$ cat config.mk
export PLATFORM = sky130hd
export DESIGN_NAME = flash_evt_status
export DESIGN_NICKNAME = d
export VERILOG_FILES = /design/src/rtl/flash_evt_pkg.sv /design/src/rtl/flash_evt_ctrl.sv /design/src/rtl/flash_evt_flags.sv /design/src/rtl/flash_evt_irq.sv /design/src/rtl/flash_evt_status.sv
export SDC_FILE = /design/constraint.sdc
export NUM_CORES = 1
export LEC_CHECK = 0
export BUFFER_PORTS_ARGS = -buffer_cell sky130_fd_sc_hd__buf_4
export CAP_MARGIN = 20
export CELL_PAD_IN_SITES_DETAIL_PLACEMENT = 1
export CELL_PAD_IN_SITES_GLOBAL_PLACEMENT = 1
export CORE_ASPECT_RATIO = 2
export CORE_MARGIN = 2
export CORE_UTILIZATION = 33
export CTS_CLUSTER_DIAMETER = 80
export DETAILED_ROUTE_END_ITERATION = 10
export PLACE_DENSITY = 0.85
export SLEW_MARGIN = 30
export SYNTH_ARGS = -nofsm -noshare
export SYNTH_HDL_FRONTEND = slang
export SYNTH_SLANG_ARGS = --single-unit
export TNS_END_PERCENT = 50
$ cat constraint.sdc
create_clock -name clk -period 1.3 [get_ports clk]
set_input_delay 0.065 -clock clk [delete_from_list [all_inputs] [get_ports clk]]
set_output_delay 0.065 -clock clk [all_outputs]
set_load 0.005 [all_outputs]
$ cat src/rtl/flash_evt_pkg.sv
package flash_evt_pkg;
  localparam int unsigned REG_W     = 32;
  localparam int unsigned EVT_N     = 12;
  localparam int unsigned CMDREQ_IX = 0;
  localparam int unsigned READY_IX  = EVT_N;
  localparam int unsigned RUN_IX    = 28;

  typedef enum logic {
    SEL_CTRL = 1'b0,
    SEL_STAT = 1'b1
  } wr_target_e;
endpackage

$ cat src/rtl/flash_evt_ctrl.sv
module flash_evt_ctrl #(
  parameter int unsigned REG_W  = 32,
  parameter int unsigned RUN_IX = 28
) (
  input  logic             clk,
  input  logic             rst_n,
  input  logic             wr_ctrl,
  input  logic [REG_W-1:0] wdata,
  input  logic             run_done,
  output logic [REG_W-1:0] ctrl_q,
  output logic             start_pulse
);
  logic [REG_W-1:0] ctrl_d;
  logic             ctrl_en;

  // Clock enable: either a register write or a completion from the sequencer.
  assign ctrl_en     = wr_ctrl | run_done;
  assign start_pulse = wr_ctrl & wdata[RUN_IX] & ~ctrl_q[RUN_IX];

  always_comb begin
    ctrl_d = ctrl_q;
    if (wr_ctrl) begin
      ctrl_d = wdata;            // a software write decides run over a completion
    end else if (run_done) begin
      ctrl_d[RUN_IX] = 1'b0;
    end
  end

  always_ff @(posedge clk or negedge rst_n) begin
    if (!rst_n) begin
      ctrl_q <= '0;
    end else if (ctrl_en) begin
      ctrl_q <= ctrl_d;
    end
  end
endmodule

$ cat src/rtl/flash_evt_flags.sv
module flash_evt_flags #(
  parameter int unsigned EVT_N     = 12,
  parameter int unsigned CMDREQ_IX = 0
) (
  input  logic             clk,
  input  logic             rst_n,
  input  logic [EVT_N-1:0] ev,
  input  logic             start_pulse,
  input  logic             wr_stat,
  input  logic [EVT_N-1:0] clr_bits,
  input  logic             ready_lvl,
  output logic [EVT_N-1:0] flag_q,
  output logic             ready_q
);
  logic [EVT_N-1:0] flag_d;

  for (genvar k = 0; k < EVT_N; k++) begin : g_flag
    logic set_k;
    logic clr_k;
    if (k == CMDREQ_IX) begin : g_cmdreq
      assign set_k = ev[k] | start_pulse;
    end else begin : g_plain
      assign set_k = ev[k];
    end
    assign clr_k = wr_stat & clr_bits[k];
    // A set in the same cycle as a clear wins.
    assign flag_d[k] = set_k | (flag_q[k] & ~clr_k);
  end

  always_ff @(posedge clk or negedge rst_n) begin
    if (!rst_n) begin
      flag_q  <= '0;
      ready_q <= 1'b0;
    end else begin
      flag_q  <= flag_d;
      ready_q <= ready_lvl;
    end
  end
endmodule

$ cat src/rtl/flash_evt_irq.sv
module flash_evt_irq #(
  parameter int unsigned EVT_N = 12
) (
  input  logic             clk,
  input  logic             rst_n,
  input  logic [EVT_N-1:0] flags,
  input  logic [EVT_N-1:0] mask_off,
  output logic             irq_q
);
  logic irq_d;

  // A mask bit of 1 disables its source.
  assign irq_d = |(flags & ~mask_off);

  always_ff @(posedge clk or negedge rst_n) begin
    if (!rst_n) begin
      irq_q <= 1'b0;
    end else begin
      irq_q <= irq_d;
    end
  end
endmodule

$ cat src/rtl/flash_evt_status.sv
module flash_evt_status
  import flash_evt_pkg::*;
#(
  parameter int unsigned W    = REG_W,
  parameter int unsigned NEV  = EVT_N,
  parameter int unsigned RUNB = RUN_IX
) (
  input  logic           clk,
  input  logic           rst_n,
  input  logic [NEV-1:0] ev_i,
  input  logic           ctrl_ready_i,
  input  logic           run_done_i,
  input  logic           wr_en_i,
  input  logic           wr_sel_i,
  input  logic [W-1:0]   wr_data_i,
  output logic [W-1:0]   ctrl_o,
  output logic [W-1:0]   stat_o,
  output logic           run_o,
  output logic           irq_o
);
  localparam int unsigned PAD_W = W - NEV - 1;

  logic           wr_ctrl;
  logic           wr_stat;
  logic           start_pulse;
  logic [NEV-1:0] flag_q;
  logic           ready_q;

  assign wr_ctrl = wr_en_i & (wr_sel_i == SEL_CTRL);
  assign wr_stat = wr_en_i & (wr_sel_i == SEL_STAT);

  flash_evt_ctrl #(.REG_W(W), .RUN_IX(RUNB)) u_ctrl (
    .clk         (clk),
    .rst_n       (rst_n),
    .wr_ctrl     (wr_ctrl),
    .wdata       (wr_data_i),
    .run_done    (run_done_i),
    .ctrl_q      (ctrl_o),
    .start_pulse (start_pulse)
  );

  flash_evt_flags #(.EVT_N(NEV), .CMDREQ_IX(CMDREQ_IX)) u_flags (
    .clk         (clk),
    .rst_n       (rst_n),
    .ev          (ev_i),
    .start_pulse (start_pulse),
    .wr_stat     (wr_stat),
    .clr_bits    (wr_data_i[NEV-1:0]),
    .ready_lvl   (ctrl_ready_i),
    .flag_q      (flag_q),
    .ready_q     (ready_q)
  );

  flash_evt_irq #(.EVT_N(NEV)) u_irq (
    .clk      (clk),
    .rst_n    (rst_n),
    .flags    (flag_q),
    .mask_off (ctrl_o[NEV-1:0]),
    .irq_q    (irq_o)
  );

  assign stat_o = {{PAD_W{1'b0}}, ready_q, flag_q};
  assign run_o  = ctrl_o[RUNB];
endmodule

# Word-level counts from Yosys, hierarchy flattened
# Index checks and enable logic that the tools add are counted.
# totals
regBits	46
in_bits	50
out_inout_bits	66
wordCells	69
# classes
muxes	2
bitwise	58
reduce_logical	4
# ops
operator	count
$and 1x1->1	28
$not 1->1	14
$or 1x1->1	14
$and 12x12->12	1
$not 12->12	1
$reduce_or 12->1	1
$reduce_and 2->1	2
$mux 1	2
$reduce_bool 2->1	1

# Depth between registers and ports, before layout
# logic_depth
word_depth	6
mapped_depth	5
ltp_nobuf	3

# Modules after synthesis
# From an unflattened synthesis, not the netlist that was laid out.
# hier_totals
hier_cells	150
area_unflattened_um2	2160.8
# by_module_without_submodules
module	n_inst	cells_per_inst	area_per_inst_um2	seq_area_each_um2
flash_evt_ctrl	1	71	1345.0	800.8
flash_evt_flags	1	38	473.0	325.3
flash_evt_status	1	24	177.7	0.0
flash_evt_irq	1	17	165.2	25.0

# Least setup slack after synthesis
# No wires, ideal clock.
# synth_path
path_kind	reg-to-reg
from	register u_flags.flag_q[11]
to	register u_irq.irq_q
setup_ps	143
arrival_ps	949
required_time_ps	1157
slack_ps	207
stages_incl_launch_ff	4
n_path_buf	0
period_less_slack_ps	1093
cell_sequence	dfrtp_1 > nor2b_1 > a2111oi_0 > nand3_1
# synth_via
elab_chain_len	2
# synth_lines
item	line	source
from (decl)	flash_evt_flags.sv:12	output logic [EVT_N-1:0] flag_q,
from (signal assigned)	flash_evt_flags.sv:35	flag_q <= flag_d;
$and 12x12->12	flash_evt_irq.sv:13	assign irq_d = |(flags & ~mask_off);
$reduce_or 12->1	flash_evt_irq.sv:13	
named net u_irq.irq_d	flash_evt_irq.sv:10	logic irq_d;
to (signal assigned)	flash_evt_irq.sv:19	irq_q <= irq_d;
to (decl)	flash_evt_irq.sv:8	output logic irq_q
# The timed path passes the listed nets, and every way through them passes these cells.
# A chain may end at the register's enable or synchronous reset.

# Worst setup path in the final report
# layout_path
from	register u_flags.flag_q[4]
to	register u_irq.irq_q
# The elaborated chain is that of the path after synthesis.

==> reports/metrics.cfg <==
[outcome]
status=complete, no violations

[layout]
num_antenna_cells=0
drive_gt1_share_pct=50.9
areaGrowthSynthToFinish_pct=49.5
fill_cells=665
final_nets=318
post-route-cell-area_mm2=0.00311
fin_cells=355

[placement]
post-place-ws_ps=36.5
numPlacedInstances=332
gp_congestion=0.637
placed_area_mm2=0.00280
port_buffers=96
hpwl_mm=3.86

[sta]
worst_pin_slew_ps=592
setup_tns_ps=0
setup_violations=0
setup_ws_ps=81.4
clock.fmax_ghz=0.821
skew_ps=4.70
finalCritPeriodShare_pct=93.7
rsz0062_at_grt=false
slew_headroom_pct=60.5
finalCriticalPeriod_ps=1220
finalMaxSlewViolations=0
hold_viol_final=0

[detailed_routing]
firstDrtPassIters=4
dr_wl_met2_mm=2.96
drc=0
topRoutingLayerUsed=met4
routed_wl_mm=5.37
wire_per_inst_um=15.1
via_count=1540
detail_route.vias_per_cell=4.34
wl_met1_mm=1.87
drtIter0Drc=19
ant_nets=0
met3_length_um=508

[synthesis]
synth-seq-cells=46
syn_inst=154
syn_area_mm2=0.00208
synth_cell_type_count=20
yosysSeqAreaShare_pct=55.3
synth_top_family_by_area=multiplexers
synth_compound_area_share_pct=7.09
synth_area_leaders=dfrtp_1, mux2_4, buf_4
synth_top_cell_by_area=dfrtp_1
synth-xor-area-share_pct=0
synthAdderAreaFrac_pct=0
synth_top_area_share_pct=55.3
yosysWarnings=0
synth_mux_area_share_pct=19.1
yosys.area_share.simple_pct=6.79
synth.avg_cell_area_um2=13.5

[global_routing]
grt_pass1_wl_mm=8.49
grt_max_degree=47
track_usage_pct=16.2
grt_pass1_vias=1758
antenna_found_initial=0
grt_overflow=0

[clocking]
clk_pin_slew_worst_paths_ps=60
cts_root_buf=clkbuf_16
htree_levels=2
clock_path_buffers=2
cts_setup_buffers=0
clk_latency_ps=280
cts_sinks=46
cts_made_buffers=5
cts_tree=done

[floorplan]
ios=116
die-area_mm2=0.00700
start_util_pct=33.5
num_rows=41
chipWidth_um=60.2
die_h_um=116
coreArea_mm2=0.00621

[critical_path]
crit_chain=nor2b_1, a2111oi_1, nand3_1
cpLargestDelayFamily=compound AO/OA/AOI/OAI gates
r2r_cells=3
crit_path_start_kind=flip-flop
critical_path_class=flip-flop to flip-flop
slowest_delay_ps=430
crit_slowest_cell=a2111oi_1
endpoint_kind=flip-flop
cp.depth=3
cp.arrival_ps=1360
path_max_fanout=3
worst_ep_required_time_ps=1450
critPathBufInv=0

[hold_path]
min_path_type=input port to flip-flop
hold_depth=2

[power]
vdd_drop_max_mv=0.719
p_leak_uw=0.00149
p_per_area_mw_per_mm2=1250

[run]
drv_cap=0

==> repair_timing <==
action | 4_1_cts | 5_1_grt
hold buffers | 15 | 0
endpoints found under the setup margin | 1 | 0
endpoints found under the hold margin | 59 | 0
resized for setup | 1 | 0
==> worst register-to-register path: cells and delay by family, from the launching register on <==
| kind | cells | cell delay, ps |
|---|---|---|
| compound gates | 1 | 430 |
| flops | 1 | 390 |
| simple gates | 2 | 260 |
==> cell usage after synthesis (all sizes together) <==
cell      n
a2111oi   3
a21o     11
a21oi     1
a31oi     1
and2      1
buf      26
conb      1
dfrtp    46
inv       4
mux2     28
nand2    16
nand3     1
nor2b    10
o21ai     4
o31ai     1
==> placed cells by master (no fill, tap or decap), drive strengths merged <==
| master | Yosys | layout |
|---|---|---|
| clkbuf | 0 | 8 |
| nand3 | 1 | 1 |
| inv | 4 | 4 |
| o21ai | 4 | 4 |
| conb | 1 | 19 |
| dfrtp | 46 | 46 |
| and2 | 1 | 1 |
| a21o | 11 | 11 |
| dlygate4sd3 | 0 | 15 |
| nand2 | 16 | 16 |
| buf | 26 | 100 |
| mux2 | 28 | 28 |
| a31oi | 1 | 1 |
| o31ai | 1 | 1 |
| a21oi | 1 | 1 |
| a2111oi | 3 | 3 |
| nor2b | 10 | 10 |
==> where the power goes <==
group	internal (µW)	switching [µW]	total, µW
sequential	1600	115	1710
combinational	532	277	810
clock	870	504	1370
total	3000	896	3890
==> final cells by class <==
type	count	area [µm²]	share of cell area [%]
Tap cell	86	108	3.46
Timing Repair Buffer	115	913	29.3
Multi-Input combinational cell	96	759	24.4
Sequential cell	46	1150	37.0
Clock buffer	8	166	5.35
Inverter	4	15.0	0.482
==> per-stage QoR <==
stage | utilization, % | power [µW] | hold WS, ps
2_1_floorplan | - | 2080 | -231
3_3_place_gp | 45.0 | 2480 | 98.9
3_5_place_dp | 45.0 | 2520 | 113
4_1_cts | 50.2 | 3950 | 1.58
5_1_grt | 50.2 | 4090 | 7.35
6_report | 50.2 | 3890 | 10.6
==> sequential cells by signal, summed over array words and instances (netlist names) <==
| signal | count |
|---|---|
| u_ctrl.ctrl_q | 32 |
| u_flags.flag_q | 12 |
| u_flags.ready_q | 1 |
| u_irq.irq_q | 1 |
==> routing by layer <==
| metal | vias up | global-route usage, % |
|---|---|---|
| li1 | 699 | - |
| met1 | 764 | 17.4 |
| met2 | 75 | 28.7 |
| met3 | 2 | 5.43 |
| met4 | 0 | 5.33 |
| met5 | - | 0 |
==> logic make-up (layout without fill, tap and decap cells) <==
family | after synthesis | after routing
AOI/OAI and AO/OA | 21 | 21
DFF | 46 | 46
and+or+nand+nor | 28 | 28
buffers and inverters | 30 | 127
other | 1 | 19
muxes | 28 | 28
==> worst paths after layout <==
check	slack, ps	from	to
worst min-delay path	10	wr_data_i[31]	u_ctrl.ctrl_q[31]$_DFFE_PN0P_
worst max register to register	80	u_flags.flag_q[4]$_DFF_PN0_	u_irq.irq_q$_DFF_PN0_
min in group asynchronous	350	rst_n	u_ctrl.ctrl_q[31]$_DFFE_PN0P_
max in group asynchronous	550	rst_n	u_ctrl.ctrl_q[14]$_DFFE_PN0P_
worst min register to register	500	u_flags.flag_q[11]$_DFF_PN0_	u_flags.flag_q[11]$_DFF_PN0_
worst max-delay path	80	u_flags.flag_q[4]$_DFF_PN0_	u_irq.irq_q$_DFF_PN0_
(Power assumes the default switching activity.)
